===== src/rtl/tblwalk_pkg.sv =====
package tblwalk_pkg;
  localparam int VA_W          = 32;
  localparam int WORD_W        = 32;
  localparam int DOM_W         = 4;
  localparam int SHIFT_W       = 5;
  localparam int REMAP_IDX_W   = 3;
  localparam int BASE_LSB_MAX  = 14;
  localparam int L1_IDX_LO     = 20;
  localparam int L2_IDX_LO     = 12;
  localparam int L2_IDX_HI     = 19;
  localparam int TBL_BASE_LO   = 10;
  localparam int SECTION_SHIFT = 20;
  localparam int LARGE_SHIFT   = 16;
  localparam int SMALL_SHIFT   = 12;

  typedef enum logic [2:0] {
    ST_IDLE, ST_L1_REQ, ST_L1_WAIT, ST_L2_REQ, ST_L2_WAIT, ST_DONE
  } walk_state_e;

  typedef enum logic [1:0] {
    ACC_READ = 2'b00, ACC_WRITE = 2'b01, ACC_FETCH = 2'b10, ACC_SPARE = 2'b11
  } acc_kind_e;
endpackage


===== src/rtl/tw_l1_addr.sv =====
module tw_l1_addr
  import tblwalk_pkg::*;
#(
  parameter int SPLIT_W = 3
) (
  input  logic [VA_W-1:0]    vaddr,
  input  logic [SPLIT_W-1:0] split,
  input  logic [WORD_W-1:0]  base0,
  input  logic [WORD_W-1:0]  base1,
  output logic               use_base1,
  output logic [WORD_W-1:0]  desc_addr
);
  logic [VA_W-1:0]   hi_mask;
  logic [VA_W-1:0]   low_va;
  logic [WORD_W-1:0] base_sel;
  logic [WORD_W-1:0] base_mask;

  always_comb begin
    hi_mask   = ~({VA_W{1'b1}} >> split);
    use_base1 = (vaddr & hi_mask) != '0;
    base_sel  = use_base1 ? base1 : base0;
    low_va    = vaddr & ~hi_mask;
    base_mask = {WORD_W{1'b1}} << (BASE_LSB_MAX - int'(split));
    desc_addr = (base_sel & base_mask) | ((low_va >> L1_IDX_LO) << 2);
  end
endmodule


===== src/rtl/tw_desc_decode.sv =====
module tw_desc_decode
  import tblwalk_pkg::*;
(
  input  logic [WORD_W-1:0]      desc,
  input  logic                   second,
  input  logic [VA_W-1:0]        vaddr,
  output logic                   fault,
  output logic                   table_ptr,
  output logic [WORD_W-1:0]      next_addr,
  output logic [WORD_W-1:0]      size_mask,
  output logic [VA_W-1:0]        vpn,
  output logic [WORD_W-1:0]      frame,
  output logic                   global_map,
  output logic [REMAP_IDX_W-1:0] remap_idx,
  output logic [DOM_W-1:0]       domain
);
  logic [SHIFT_W-1:0] shift;

  always_comb begin
    fault      = 1'b0;
    table_ptr  = 1'b0;
    shift      = SHIFT_W'(SMALL_SHIFT);
    global_map = 1'b0;
    remap_idx  = '0;
    domain     = desc[8:5];
    next_addr  = {desc[WORD_W-1:TBL_BASE_LO], vaddr[L2_IDX_HI:L2_IDX_LO], 2'b00};
    if (!second) begin
      unique case (desc[1:0])
        2'b01: table_ptr = 1'b1;
        2'b10: begin
          shift      = SHIFT_W'(SECTION_SHIFT);
          global_map = ~desc[17];
          remap_idx  = {desc[12], desc[3:2]};
        end
        default: fault = 1'b1;
      endcase
    end else begin
      unique case (desc[1:0])
        2'b00: fault = 1'b1;
        2'b01: begin
          shift      = SHIFT_W'(LARGE_SHIFT);
          global_map = ~desc[11];
          remap_idx  = {desc[12], desc[3:2]};
        end
        default: begin
          shift      = SHIFT_W'(SMALL_SHIFT);
          global_map = ~desc[11];
          remap_idx  = {desc[6], desc[3:2]};
        end
      endcase
    end
    size_mask = (WORD_W'(1) << shift) - WORD_W'(1);
    vpn       = vaddr >> shift;
    frame     = desc & ~size_mask;
  end
endmodule


===== src/rtl/tw_attr_remap.sv =====
module tw_attr_remap #(
  parameter int ATTR_SLOTS  = 8,
  parameter int IMPDEF_SLOT = 6,
  localparam int IDX_W      = $clog2(ATTR_SLOTS),
  localparam int FLD_W      = 2 * ATTR_SLOTS
) (
  input  logic             remap_en,
  input  logic [IDX_W-1:0] idx,
  input  logic             c_bit,
  input  logic [FLD_W-1:0] inner,
  input  logic [FLD_W-1:0] outer,
  input  logic [FLD_W-1:0] mtype,
  output logic             noncache,
  output logic             impdef_err
);
  logic [ATTR_SLOTS-1:0] slot_nc;

  for (genvar s = 0; s < ATTR_SLOTS; s++) begin : g_slot
    assign slot_nc[s] = (inner[2*s +: 2] == 2'd0) ||
                        (outer[2*s +: 2] == 2'd0) ||
                        (mtype[2*s +: 2] != 2'd2);
  end

  logic hit_impdef;
  assign hit_impdef = (int'(idx) == IMPDEF_SLOT);

  always_comb begin
    if (remap_en) begin
      noncache   = slot_nc[idx] | hit_impdef;
      impdef_err = hit_impdef;
    end else begin
      noncache   = ~c_bit;
      impdef_err = 1'b0;
    end
  end
endmodule


===== src/rtl/tblwalk_top.sv =====
module tblwalk_top
  import tblwalk_pkg::*;
#(
  parameter int SPLIT_W    = 3,
  parameter int ATTR_SLOTS = 8,
  localparam int FLD_W     = 2 * ATTR_SLOTS
) (
  input  logic               clk,
  input  logic               rst_n,
  input  logic               req_valid,
  output logic               req_ready,
  input  logic [31:0]        req_vaddr,
  input  logic [1:0]         req_kind,
  input  logic               req_priv,
  output logic               busy_err,
  input  logic [SPLIT_W-1:0] cfg_split,
  input  logic [31:0]        cfg_base0,
  input  logic [31:0]        cfg_base1,
  input  logic               cfg_remap_en,
  input  logic [FLD_W-1:0]   cfg_inner,
  input  logic [FLD_W-1:0]   cfg_outer,
  input  logic [FLD_W-1:0]   cfg_type,
  output logic               mem_req_valid,
  input  logic               mem_req_ready,
  output logic [31:0]        mem_req_addr,
  input  logic               mem_rsp_valid,
  input  logic [31:0]        mem_rsp_data,
  output logic               done,
  output logic               out_fault,
  output logic               out_fault_l2,
  output logic               out_instr_abort,
  output logic               out_write,
  output logic [3:0]         out_domain,
  output logic [31:0]        out_frame,
  output logic [31:0]        out_vpn,
  output logic [31:0]        out_size_mask,
  output logic               out_global,
  output logic               out_noncache,
  output logic               out_attr_err,
  output logic               out_priv
);
  walk_state_e          st;
  logic [VA_W-1:0]      va_q;
  acc_kind_e            kind_q;
  logic                 priv_q;
  logic [WORD_W-1:0]    addr_q;
  logic [DOM_W-1:0]     dom_q;

  logic                 l1_use_b1;
  logic [WORD_W-1:0]    l1_addr;
  logic                 dec_fault, dec_table, dec_global;
  logic [WORD_W-1:0]    dec_next, dec_mask, dec_frame;
  logic [VA_W-1:0]      dec_vpn;
  logic [REMAP_IDX_W-1:0] dec_idx;
  logic [DOM_W-1:0]     dec_dom;
  logic                 rm_nc, rm_err;

  tw_l1_addr #(.SPLIT_W(SPLIT_W)) u_l1_addr (
    .vaddr     (req_vaddr),
    .split     (cfg_split),
    .base0     (cfg_base0),
    .base1     (cfg_base1),
    .use_base1 (l1_use_b1),
    .desc_addr (l1_addr)
  );

  tw_desc_decode u_decode (
    .desc       (mem_rsp_data),
    .second     (st == ST_L2_WAIT),
    .vaddr      (va_q),
    .fault      (dec_fault),
    .table_ptr  (dec_table),
    .next_addr  (dec_next),
    .size_mask  (dec_mask),
    .vpn        (dec_vpn),
    .frame      (dec_frame),
    .global_map (dec_global),
    .remap_idx  (dec_idx),
    .domain     (dec_dom)
  );

  tw_attr_remap #(.ATTR_SLOTS(ATTR_SLOTS)) u_remap (
    .remap_en   (cfg_remap_en),
    .idx        (dec_idx),
    .c_bit      (dec_idx[1]),
    .inner      (cfg_inner),
    .outer      (cfg_outer),
    .mtype      (cfg_type),
    .noncache   (rm_nc),
    .impdef_err (rm_err)
  );

  assign req_ready     = (st == ST_IDLE);
  assign busy_err      = req_valid && (st != ST_IDLE);
  assign mem_req_valid = (st == ST_L1_REQ) || (st == ST_L2_REQ);
  assign mem_req_addr  = addr_q;
  assign done          = (st == ST_DONE);

  logic             in_l2;
  logic             finish;
  logic [DOM_W-1:0] fin_dom;
  logic             is_fetch;

  always_comb begin
    in_l2    = (st == ST_L2_WAIT);
    finish   = mem_rsp_valid && (in_l2 || ((st == ST_L1_WAIT) && !dec_table));
    is_fetch = (kind_q == ACC_FETCH);
    if (in_l2)          fin_dom = dom_q;
    else if (dec_fault) fin_dom = '0;
    else                fin_dom = dec_dom;
  end

  always_ff @(posedge clk or negedge rst_n) begin
    if (!rst_n) begin
      st     <= ST_IDLE;
      va_q   <= '0;
      kind_q <= ACC_READ;
      priv_q <= 1'b0;
      addr_q <= '0;
      dom_q  <= '0;
    end else begin
      unique case (st)
        ST_IDLE: if (req_valid) begin
          va_q   <= req_vaddr;
          kind_q <= acc_kind_e'(req_kind);
          priv_q <= req_priv;
          addr_q <= l1_addr;
          st     <= ST_L1_REQ;
        end
        ST_L1_REQ: if (mem_req_ready) st <= ST_L1_WAIT;
        ST_L1_WAIT: if (mem_rsp_valid) begin
          if (!dec_fault && dec_table) begin
            addr_q <= dec_next;
            dom_q  <= dec_dom;
            st     <= ST_L2_REQ;
          end else begin
            st <= ST_DONE;
          end
        end
        ST_L2_REQ: if (mem_req_ready) st <= ST_L2_WAIT;
        ST_L2_WAIT: if (mem_rsp_valid) st <= ST_DONE;
        default: st <= ST_IDLE;
      endcase
    end
  end

  always_ff @(posedge clk or negedge rst_n) begin
    if (!rst_n) begin
      out_fault       <= 1'b0;
      out_fault_l2    <= 1'b0;
      out_instr_abort <= 1'b0;
      out_write       <= 1'b0;
      out_domain      <= '0;
      out_frame       <= '0;
      out_vpn         <= '0;
      out_size_mask   <= '0;
      out_global      <= 1'b0;
      out_noncache    <= 1'b0;
      out_attr_err    <= 1'b0;
      out_priv        <= 1'b0;
    end else if (finish) begin
      out_fault       <= dec_fault;
      out_fault_l2    <= dec_fault && in_l2;
      out_instr_abort <= dec_fault && is_fetch;
      out_write       <= dec_fault && !is_fetch && (kind_q == ACC_WRITE);
      out_domain      <= fin_dom;
      out_frame       <= dec_fault ? '0 : dec_frame;
      out_vpn         <= dec_fault ? '0 : dec_vpn;
      out_size_mask   <= dec_fault ? '0 : dec_mask;
      out_global      <= !dec_fault && dec_global;
      out_noncache    <= !dec_fault && rm_nc;
      out_attr_err    <= !dec_fault && rm_err;
      out_priv        <= priv_q;
    end
  end
endmodule


===== config.mk =====
export PLATFORM = sky130hd
export DESIGN_NAME = tblwalk_top
export DESIGN_NICKNAME = d
export VERILOG_FILES = /design/src/rtl/tblwalk_pkg.sv /design/src/rtl/tw_l1_addr.sv /design/src/rtl/tw_desc_decode.sv /design/src/rtl/tw_attr_remap.sv /design/src/rtl/tblwalk_top.sv
export SDC_FILE = /design/constraint.sdc
export NUM_CORES = 1
export LEC_CHECK = 0
export BUFFER_PORTS_ARGS = -buffer_cell sky130_fd_sc_hd__buf_2
export CAP_MARGIN = 15
export CORE_MARGIN = 2
export CORE_UTILIZATION = 45
export CTS_CLUSTER_DIAMETER = 100
export DETAILED_ROUTE_END_ITERATION = 8
export PLACE_DENSITY = 0.71
export SYNTH_ARGS = -nofsm -noshare
export SYNTH_HDL_FRONTEND = slang
export SYNTH_HIERARCHICAL = 1
export SYNTH_SLANG_ARGS = --single-unit

===== constraint.sdc =====
create_clock -name clk -period 4.45 [get_ports clk]
set_clock_uncertainty 0.15 [all_clocks]
set_input_delay 0.89 -clock clk [delete_from_list [all_inputs] [get_ports clk]]
set_output_delay 0.89 -clock clk [all_outputs]
set_load 0.05 [all_outputs]

* Yosys cells after proc, flatten, opt, wreduce, memory -nomap -nowiden
Cells that the tools add are included. Widths: inputs -> output; s select.
Word-level totals: memory bits (read-only) 0, latch bits 0, memories kept 0, memory bits (writable) 0, bits in registers 182
Cells by class: bitwise gates (word level) 12, multiply operators 0, reductions and logical operators 58, multiplexer cells 35, $add $sub $neg 2, shifts and indexed selects 4, magnitude comparators 1, div/mod/pow operators 0, equal/unequal tests 24
Operator list (count):
- $mux 32 | 7
- $and 32x32->32 | 4
- $not 32->32 | 3
- $pmux 32 s2 | 1
- $logic_not 2->1 | 17
- $or 32x14->32 | 1
- $reduce_bool 32->1 | 1
- $shl 1x5->32 const A | 1
- $shl 32x32->32 const A | 1
- $shr 32x3->32 const A | 1
- $shr 32x5->32 | 1
- $sub 32x2->32 const B | 1
- $ne 2x2->1 const B | 13
- $mux 3 | 8
- $logic_or 1x1->1 | 18
- $mux 5 | 3
- $pmux 3 s5 | 1
- $logic_and 1x1->1 | 11
- $mux 1 | 11
- $eq 3x2->1 const B | 3
- $mux 4 | 2
- $eq 3x3->1 const B | 2
- $pmux 3 s2 | 1
- $reduce_and 5->1 | 1
- 17 further kinds | 23

* Logic depth before layout (Yosys ltp)
Gate-level depths: netlist (run 1).
word-level depth 9, gate-level depth with buffers 16

* Modules after synthesis
Netlist (run 1), hierarchy kept.
By module, submodules not included:
- tblwalk_top | area an instance 8184.1 µm², instances 1, sequential area each 4554.4 µm², cells an instance 612
- tw_desc_decode | area an instance 1596.5 µm², instances 1, sequential area each 0.0 µm², cells an instance 232
- tw_l1_addr | area an instance 842.1 µm², instances 1, sequential area each 0.0 µm², cells an instance 114
- tw_attr_remap | area an instance 173.9 µm², instances 1, sequential area each 0.0 µm², cells an instance 24

* Least setup slack after synthesis (run 1)
OpenSTA, ideal clock, no wires.
path type input-to-reg, start point input mem_rsp_data[1], end point register out_noncache, required time 4.175 ns, cell stages on the path 13, data arrival time 3.193 ns, path buffers 2, setup time 0.125 ns, setup slack 0.983 ns, path through inv_1 > ha_1 > buf_6 > and2_4 > buf_6 > nor2_4 > nand2_1 > and2_1 > or4b_1 > a311oi_1 > a221oi_1 > nor2b_1 > mux2_2
Between the ends: longest elaborated chain between the ends 8, elaborated cells between the ends (all ways) 24, those cells by class eq/ne: 3; mux: 11; bitwise: 2; reduce/logical: 8
Ends and longest elaborated chain:
- from (decl) | RTL line tblwalk_top.sv:27 | input logic [31:0] mem_rsp_data,
- $eq 2x1->1 (tied with other cells) | RTL line tw_desc_decode.sv:38 | unique case (desc[1:0])
- $pmux 3 s2 / $mux 3 (equally long branches) | RTL line tw_desc_decode.sv:38, tw_desc_decode.sv:28
- $mux 3 (*) | RTL line tw_desc_decode.sv:27 | if (!second) begin
- named net dec_idx[0] | RTL line tblwalk_top.sv:54 | logic [REMAP_IDX_W-1:0] dec_idx;
- $bmux 1 s3 | RTL line tw_attr_remap.sv:29 | noncache = slot_nc[idx] | hit_impdef;
- $mux 1 (implied by the code) | RTL line tw_attr_remap.sv:29
- $or 1x1->1 (*) | RTL line tw_attr_remap.sv:29
- $mux 1 (*) | RTL line tw_attr_remap.sv:28 | if (remap_en) begin
- named net rm_nc | RTL line tblwalk_top.sv:56 | logic rm_nc, rm_err;
- $logic_and 1x1->1 (*) | RTL line tblwalk_top.sv:171 | out_noncache <= !dec_fault && rm_nc;
- to (signal assigned) | RTL line tblwalk_top.sv:171
- to (decl) | RTL line tblwalk_top.sv:38 | output logic out_noncache,
The timed path passes the listed nets; every way through them passes the cells marked *. The select of a mux whose other input is x is not followed. A chain may end at the register's enable or synchronous reset.

* Final worst setup path (run 1)
start point register st[1], end point register out_noncache
Between the ends: longest elaborated chain between the ends 7, elaborated cells between the ends (all ways) 17, those cells by class eq/ne: 3; mux: 6; bitwise: 2; reduce/logical: 6
Ends and longest elaborated chain:
- from (decl) | RTL line tblwalk_top.sv:42 | walk_state_e st;
- from (signal assigned) | RTL line tblwalk_top.sv:115 | st <= ST_IDLE;
- from (signal assigned) | RTL line tblwalk_top.sv:128 | st <= ST_L1_REQ;
- from (signal assigned) | RTL line tblwalk_top.sv:130 | ST_L1_REQ: if (mem_req_ready) st <= ST_L1_WAIT;
- $eq 3x3->1 (*) | RTL line tblwalk_top.sv:105 | in_l2 = (st == ST_L2_WAIT);
- named net in_l2 | RTL line tblwalk_top.sv:99 | logic in_l2;
- $mux 3 (*) | RTL line tw_desc_decode.sv:27
- named net dec_idx[0] | RTL line tblwalk_top.sv:54
- $bmux 1 s3 | RTL line tw_attr_remap.sv:29
- $mux 1 (implied by the code) | RTL line tw_attr_remap.sv:29
- $or 1x1->1 (*) | RTL line tw_attr_remap.sv:29
- $mux 1 (*) | RTL line tw_attr_remap.sv:28
- named net rm_nc | RTL line tblwalk_top.sv:56
- $logic_and 1x1->1 (*) | RTL line tblwalk_top.sv:171
Marks and branches as above.

==> out/qor.yml, run 1 <==
timing:
  rsz0062_at_grt: "false"
  fmax_mhz: 271
  fin_crit_ns: 3.70
  tns_ns: 0
  finalHoldViolations: 0
  fin_hold_ws_ns: 0.335
  setup_viol: 0
  post-route-period-util_pct: 83.1
  relSlewSlack_pct: 31.5
  maxSlewViolCount: 0
  worst_slew_pin_slew_ns: 1.02
cts:
  clkLatencyLatePin_ns: 0.43
  clockBufferDepth: 2
  post_cts_resized: 0
  ctsRootBufferMaster: "clkbuf_16"
  post_cts_buffers: 0
  clkTransAtPathRegs_ns: 0.07
  hold_buffers: 0
  htree_levels: 4
  cts.sinks: 179
  cts_tree: "built"
  cts_buffers: 17
placed_design:
  dp_hpwl_mm: 20.9
  gp_congestion: 0.880
  placed_cell_area_sq_mm: 0.0121
  port_buffers: 321
  placed_cells: 1521
routing:
  vias_per_cell: 5.17
  ant_nets: 0
  route.detailed.drc: 0
  routed_wl_mm: 28.5
  drtIter0Drc: 420
  avgRoutedWirePerCell_um: 18.3
  via_count: 8042
  drtPass1Iterations: 6
power:
  finalPower_uw: 9570
  switching_share_pct: 47.9
  pwr-share-seq_pct: 29.7
  clkPwrFrac_pct: 17.2
  p_leak_uw: 0.00611
  p_switching_uw: 4580
  powerDensity_mw_per_mm2: 753
  p_int_uw: 4990
  combPwrFrac_pct: 53.1
  irDropWorstVdd_mv: 0.477
worst_setup_path:
  end_kind: "flip-flop"
  required_ns: 4.62
  critical-path-slowest-cell: "or3b_1"
  crit_type: "flip-flop to flip-flop"
  path_cells: "or3b_1 -> inv_1 -> nand2b_1 -> inv_2 -> nor2_4 -> nand2_1 -> and2_1 -> or4b_1 -> a311oi_1 -> a221oi_1 -> nor2b_1 -> mux2_2"
  startpoint_type: "flip-flop"
  cp_top_family: "simple AND/OR/NAND/NOR gates"
  cp.buffers_inverters: 2
  worst_ep_arrival_time_ns: 3.86
  slowest_delay_ns: 0.57
  path_max_fanout: 13
floorplanning:
  start_util_pct: 45.7
  rows: 56
  die_y_um: 158
  die_w_um: 158
  coreArea_sq_mm: 0.0234
  dieArea_sq_mm: 0.0250
  io_pins: 332
grt:
  grt_pass1_wl_mm: 43.0
  use_met3_pct: 4.35
  antenna_found_initial: 4
  busiest_layer: "met2"
  met2_usage_pct: 38.0
  met1_usage_pct: 28.3
  grt_pass1_vias: 7937
  grt_usage_pct: 22.5
  grt_max_degree: 87
  grt-ovfl-total: 0
logic_synthesis:
  syn_inst: 976
  avgSynthCellArea_sq_um: 11.0
  ys_warn_count: 6
  syn_area_sq_mm: 0.0107
min_path:
  min_path_type: "flip-flop to flip-flop"
cells_and_area:
  instances_no_fill: 1556
  area_growth_pct: 18.9
  nNetsFinal: 1422
  drive_gt1_share_pct: 44.0
  postLayoutCellArea_sq_mm: 0.0127
job:
  drv_cap: 0
run_status:
  status: "completed"
## power groups by stage
stage / registers, uW / logic (uW) / clock network (uW)
4_1_cts: 2850 / 5120 / 1680
3_3_place_gp: 2840 / 5050 / 0
2_1_floorplan: 4700 / 2110 / 0
5_1_grt: 2940 / 5360 / 1740
6_report: 2840 / 5080 / 1640
3_5_place_dp: 2870 / 5110 / 0
## metal layers
| metal | vias up | part of all wire, % |
|---|---|---|
| li1 | 3790 | - |
| met1 | 3933 | 42 |
| met2 | 270 | 49 |
| met3 | 47 | 6.3 |
| met4 | 2 | 2.8 |
| met5 | - | 0.039 |
## sequential cells by signal (all words and copies together), names as in the netlist
register and flops:
dom_q 4, kind_q 2, mem_req_addr 32, out_attr_err 1, out_domain 4, out_fault 1, out_fault_l2 1, out_frame 32
out_global 1, out_instr_abort 1, out_noncache 1, out_priv 1, out_size_mask 32, out_vpn 32, out_write 1, priv_q 1
st 3, va_q 29
## worst paths after layout
path | startpoint | end | slack [ns] | cells past startpoint
worst max register to register | st[1]$_DFFE_PN0P_ | out_noncache$_DFFE_PN0P_ | 0.75 | 12
min in group asynchronous | rst_n | out_size_mask[30]$_DFFE_PN0P_ | 0.35 | 1
max in group asynchronous | rst_n | out_frame[27]$_DFFE_PN0P_ | 2.85 | 2
worst min register to register | out_frame[27]$_DFFE_PN0P_ | out_frame[27]$_DFFE_PN0P_ | 0.34 | 1
worst max-delay path | st[1]$_DFFE_PN0P_ | out_noncache$_DFFE_PN0P_ | 0.75 | 12
worst min-delay path | out_frame[27]$_DFFE_PN0P_ | out_frame[27]$_DFFE_PN0P_ | 0.34 | 1
## area by class of cell
class                           instances  area [sq um]
Fill cell                            2157         10700
Multi-Input combinational cell        665          5350
Sequential cell                       179          4480
Timing Repair Buffer                  338          1770
Clock buffer                           18           429
Tap cell                              319           399
Clock inverter                         13           198
Inverter                               20          77.6
Antenna cell                            4          10.0
## metrics by stage
| stage | setup WS, ns | utilization, % |
|---|---|---|
| after floorplan | 0.983 | - |
| after detailed placement | 0.800 | 51.6 |
| after global routing | 0.559 | 54.3 |
| after global placement | 0.819 | 51.6 |
| final | 0.754 | 54.3 |
| after CTS | 0.760 | 54.3 |
## layout by cell type, fill, tap and decap left out, drive strengths merged, types with 5 or more instances in the layout
| cell type | n |
|---|---|
| nand2b | 40 |
| conb | 35 |
| clkbuf | 19 |
| ha | 13 |
| inv | 25 |
| a21oi | 10 |
| nand2 | 26 |
| o22ai | 14 |
| mux2 | 170 |
| nor3 | 5 |
| o211ai | 10 |
| o21ai | 20 |
| nor2 | 28 |
| and2 | 16 |
| buf | 337 |
| and3 | 5 |
| dfrtp | 179 |
| mux2i | 46 |
| nand3 | 10 |
| a211oi | 6 |
| a2bb2oi | 32 |
| nor2b | 119 |
No activity file was read; power rests on OpenSTA's default activity.
==> inputs of run 2 (changes only) <==
==> constraint.sdc (replaced) <==
create_clock -name clk -period 3.5 [get_ports clk]
set_clock_uncertainty 0.15 [all_clocks]
set_input_delay 0.7 -clock clk [delete_from_list [all_inputs] [get_ports clk]]
set_output_delay 0.7 -clock clk [all_outputs]
set_load 0.05 [all_outputs]
==> out/qor.yml, run 2 (synthesis gave the netlist of run 1 again) <==
worst_setup_path:
  rr_startpoint: "st[1]$_DFFE_PN0P_"
  setup.worst_path.end: "out_noncache$_DFFE_PN0P_"
  crit_start: "st[1]$_DFFE_PN0P_"
  path_cells: "or3b_1 -> inv_1 -> nand2b_1 -> inv_2 -> nor2_4 -> nand2_1 -> and2_1 -> or4b_1 -> a311oi_1 -> a221oi_1 -> nor2b_1 -> mux2_2"
  crit_type: "flip-flop to flip-flop"
  path_max_fanout: 7
  slowest_delay_ns: 0.55
  r2r_slack_ns: 0.32
  worst_ep_arrival_time_ns: 3.35
  required_ns: 3.67
  rr_worst_depth: 12
  cp_top_family: "simple AND/OR/NAND/NOR gates"
  end_kind: "flip-flop"
  startpoint_type: "flip-flop"
  critical-path-slowest-cell: "or4b_1"
  cp.buffers_inverters: 2
  r2r-end: "out_noncache$_DFFE_PN0P_"
  path_depth: 12
grt:
  antenna_found_initial: 7
  grt_max_degree: 91
  grt_pass1_wl_mm: 43.3
  grt_pass1_vias: 7973
  grt-ovfl-total: 0
  grt_usage_pct: 22.6
power:
  finalPower_uw: 12100
  p_int_uw: 6250
  irDropWorstVdd_mv: 0.469
  p_leak_uw: 0.00613
  p_switching_uw: 5830
  powerDensity_mw_per_mm2: 947
  pwr-share-seq_pct: 29.7
  clkPwrFrac_pct: 15.9
  switching_share_pct: 48.3
  combPwrFrac_pct: 54.4
placed_design:
  placed_cells: 1529
  placed_cell_area_sq_mm: 0.0122
  dp_hpwl_mm: 21.3
  gp_congestion: 0.872
  port_buffers: 321
cells_and_area:
  postLayoutCellArea_sq_mm: 0.0128
  instances_no_fill: 1563
  final_common_cell: "buf_2"
  most-common-layout-cells: "buf_2 (320), dfrtp_1 (179), mux2_2 (150)"
  drive_gt1_share_pct: 44.4
  fin_util_pct: 54.5
  area_growth_pct: 19.3
  nNetsFinal: 1430
routing:
  avgRoutedWirePerCell_um: 18.3
  drtPass1Iterations: 5
  ant_nets: 0
  drtIter0Drc: 446
  vias_per_cell: 5.17
  via_count: 8073
  routed_wl_mm: 28.5
  route.detailed.drc: 0
floorplanning:
  die_y_um: 158
  coreArea_sq_mm: 0.0234
  io_pins: 332
  dieArea_sq_mm: 0.0250
  die_w_um: 158
  start_util_pct: 45.7
  rows: 56
timing:
  post-route-period-util_pct: 90.9
  finalHoldViolations: 0
  fmax_mhz: 314
  setup_viol: 0
  tns_ns: 0
  worst_slew_pin_slew_ns: 0.731
  relSlewSlack_pct: 50.9
  fin_crit_ns: 3.18
  rsz0062_at_grt: "false"
  maxSlewViolCount: 0
cts:
  cts.sinks: 179
  clockBufferDepth: 2
  ctsRootBufferMaster: "clkbuf_16"
  cts_buffers: 17
  htree_levels: 4
  post_cts_resized: 0
  post_cts_buffers: 0
  hold_buffers: 0
  clkTransAtPathRegs_ns: 0.07
  cts_tree: "built"
  clkLatencyLatePin_ns: 0.43
min_path:
  min_path_type: "input port to async pin"
run_status:
  status: "completed"
job:
  drv_cap: 0
[run 2: changes by cell type in the layout (fill, tap and decap cells not counted), sizes merged]
| cell | before | now |
|---|---|---|
| buf | 337 | 345 |
| clkinv | 4 | 2 |
| inv | 25 | 26 |
| bufinv | 4 | 2 |
| clkbuf | 19 | 18 |
| clkinvlp | 0 | 3 |
[run 2: cell type report]
| class | count | area (sq um) |
|---|---|---|
| clock buffer | 17 | 425 |
| timing repair buffer | 346 | 1870 |
| tap | 319 | 399 |
| antenna | 4 | 10.0 |
| inverter | 20 | 77.6 |
| multi-input combinational | 665 | 5350 |
| sequential | 179 | 4480 |
| fill | 2160 | 10600 |
| clock inverter | 13 | 149 |
[run 2: how the worst min path moves through the flow]
stage / to / slack, ns
floorplan: dom_q[0]$_DFFE_PN0P_ / 0.25
global placement: out_frame[20]$_DFFE_PN0P_ / 0.31
detailed placement: out_frame[16]$_DFFE_PN0P_ / 0.32
CTS: out_size_mask[30]$_DFFE_PN0P_ / 0.21
global route: out_size_mask[30]$_DFFE_PN0P_ / 0.23
finish: out_size_mask[30]$_DFFE_PN0P_ / 0.16
[run 2: worst reg2reg max path, stage by stage, from the launching register on]
cell and delay (ns):
dfrtp_1 0.38, or3b_1 0.41, inv_1 0.09, nand2b_1 0.14, inv_2 0.11, nor2_4 0.10
nand2_1 0.12, and2_1 0.26, or4b_1 0.55, a311oi_1 0.27, a221oi_1 0.10, nor2b_1 0.14
mux2_2 0.26
[run 2: stage by stage]
stage          setup slack (ns)  hold slack [ns]
2_1_floorplan            0.0984            0.254
3_3_place_gp              0.134            0.313
3_5_place_dp             0.0914            0.319
4_1_cts                   0.328            0.210
5_1_grt                   0.168            0.230
6_report                  0.318            0.162
[run 2: routing by layer]
layer / routed length (um) / track usage (%) / up-vias
met3: 1910 / 5.28 / 42
met1: 12000 / 28.6 / 3935
met4: 630 / 6.95 / 4
met2: 13900 / 38.5 / 273
met5: 27 / 0 / -
li1: - / - / 3819
[run 2: power groups by stage]
| stage | clock network [uW] | registers (uW) | logic (uW) |
|---|---|---|---|
| after detailed placement | 0 | 3620 | 6590 |
| after global placement | 0 | 3570 | 6520 |
| after CTS | 1980 | 3590 | 6620 |
| final | 1920 | 3580 | 6570 |
| after floorplan | 0 | 5970 | 2680 |
| after global routing | 2050 | 3710 | 6920 |
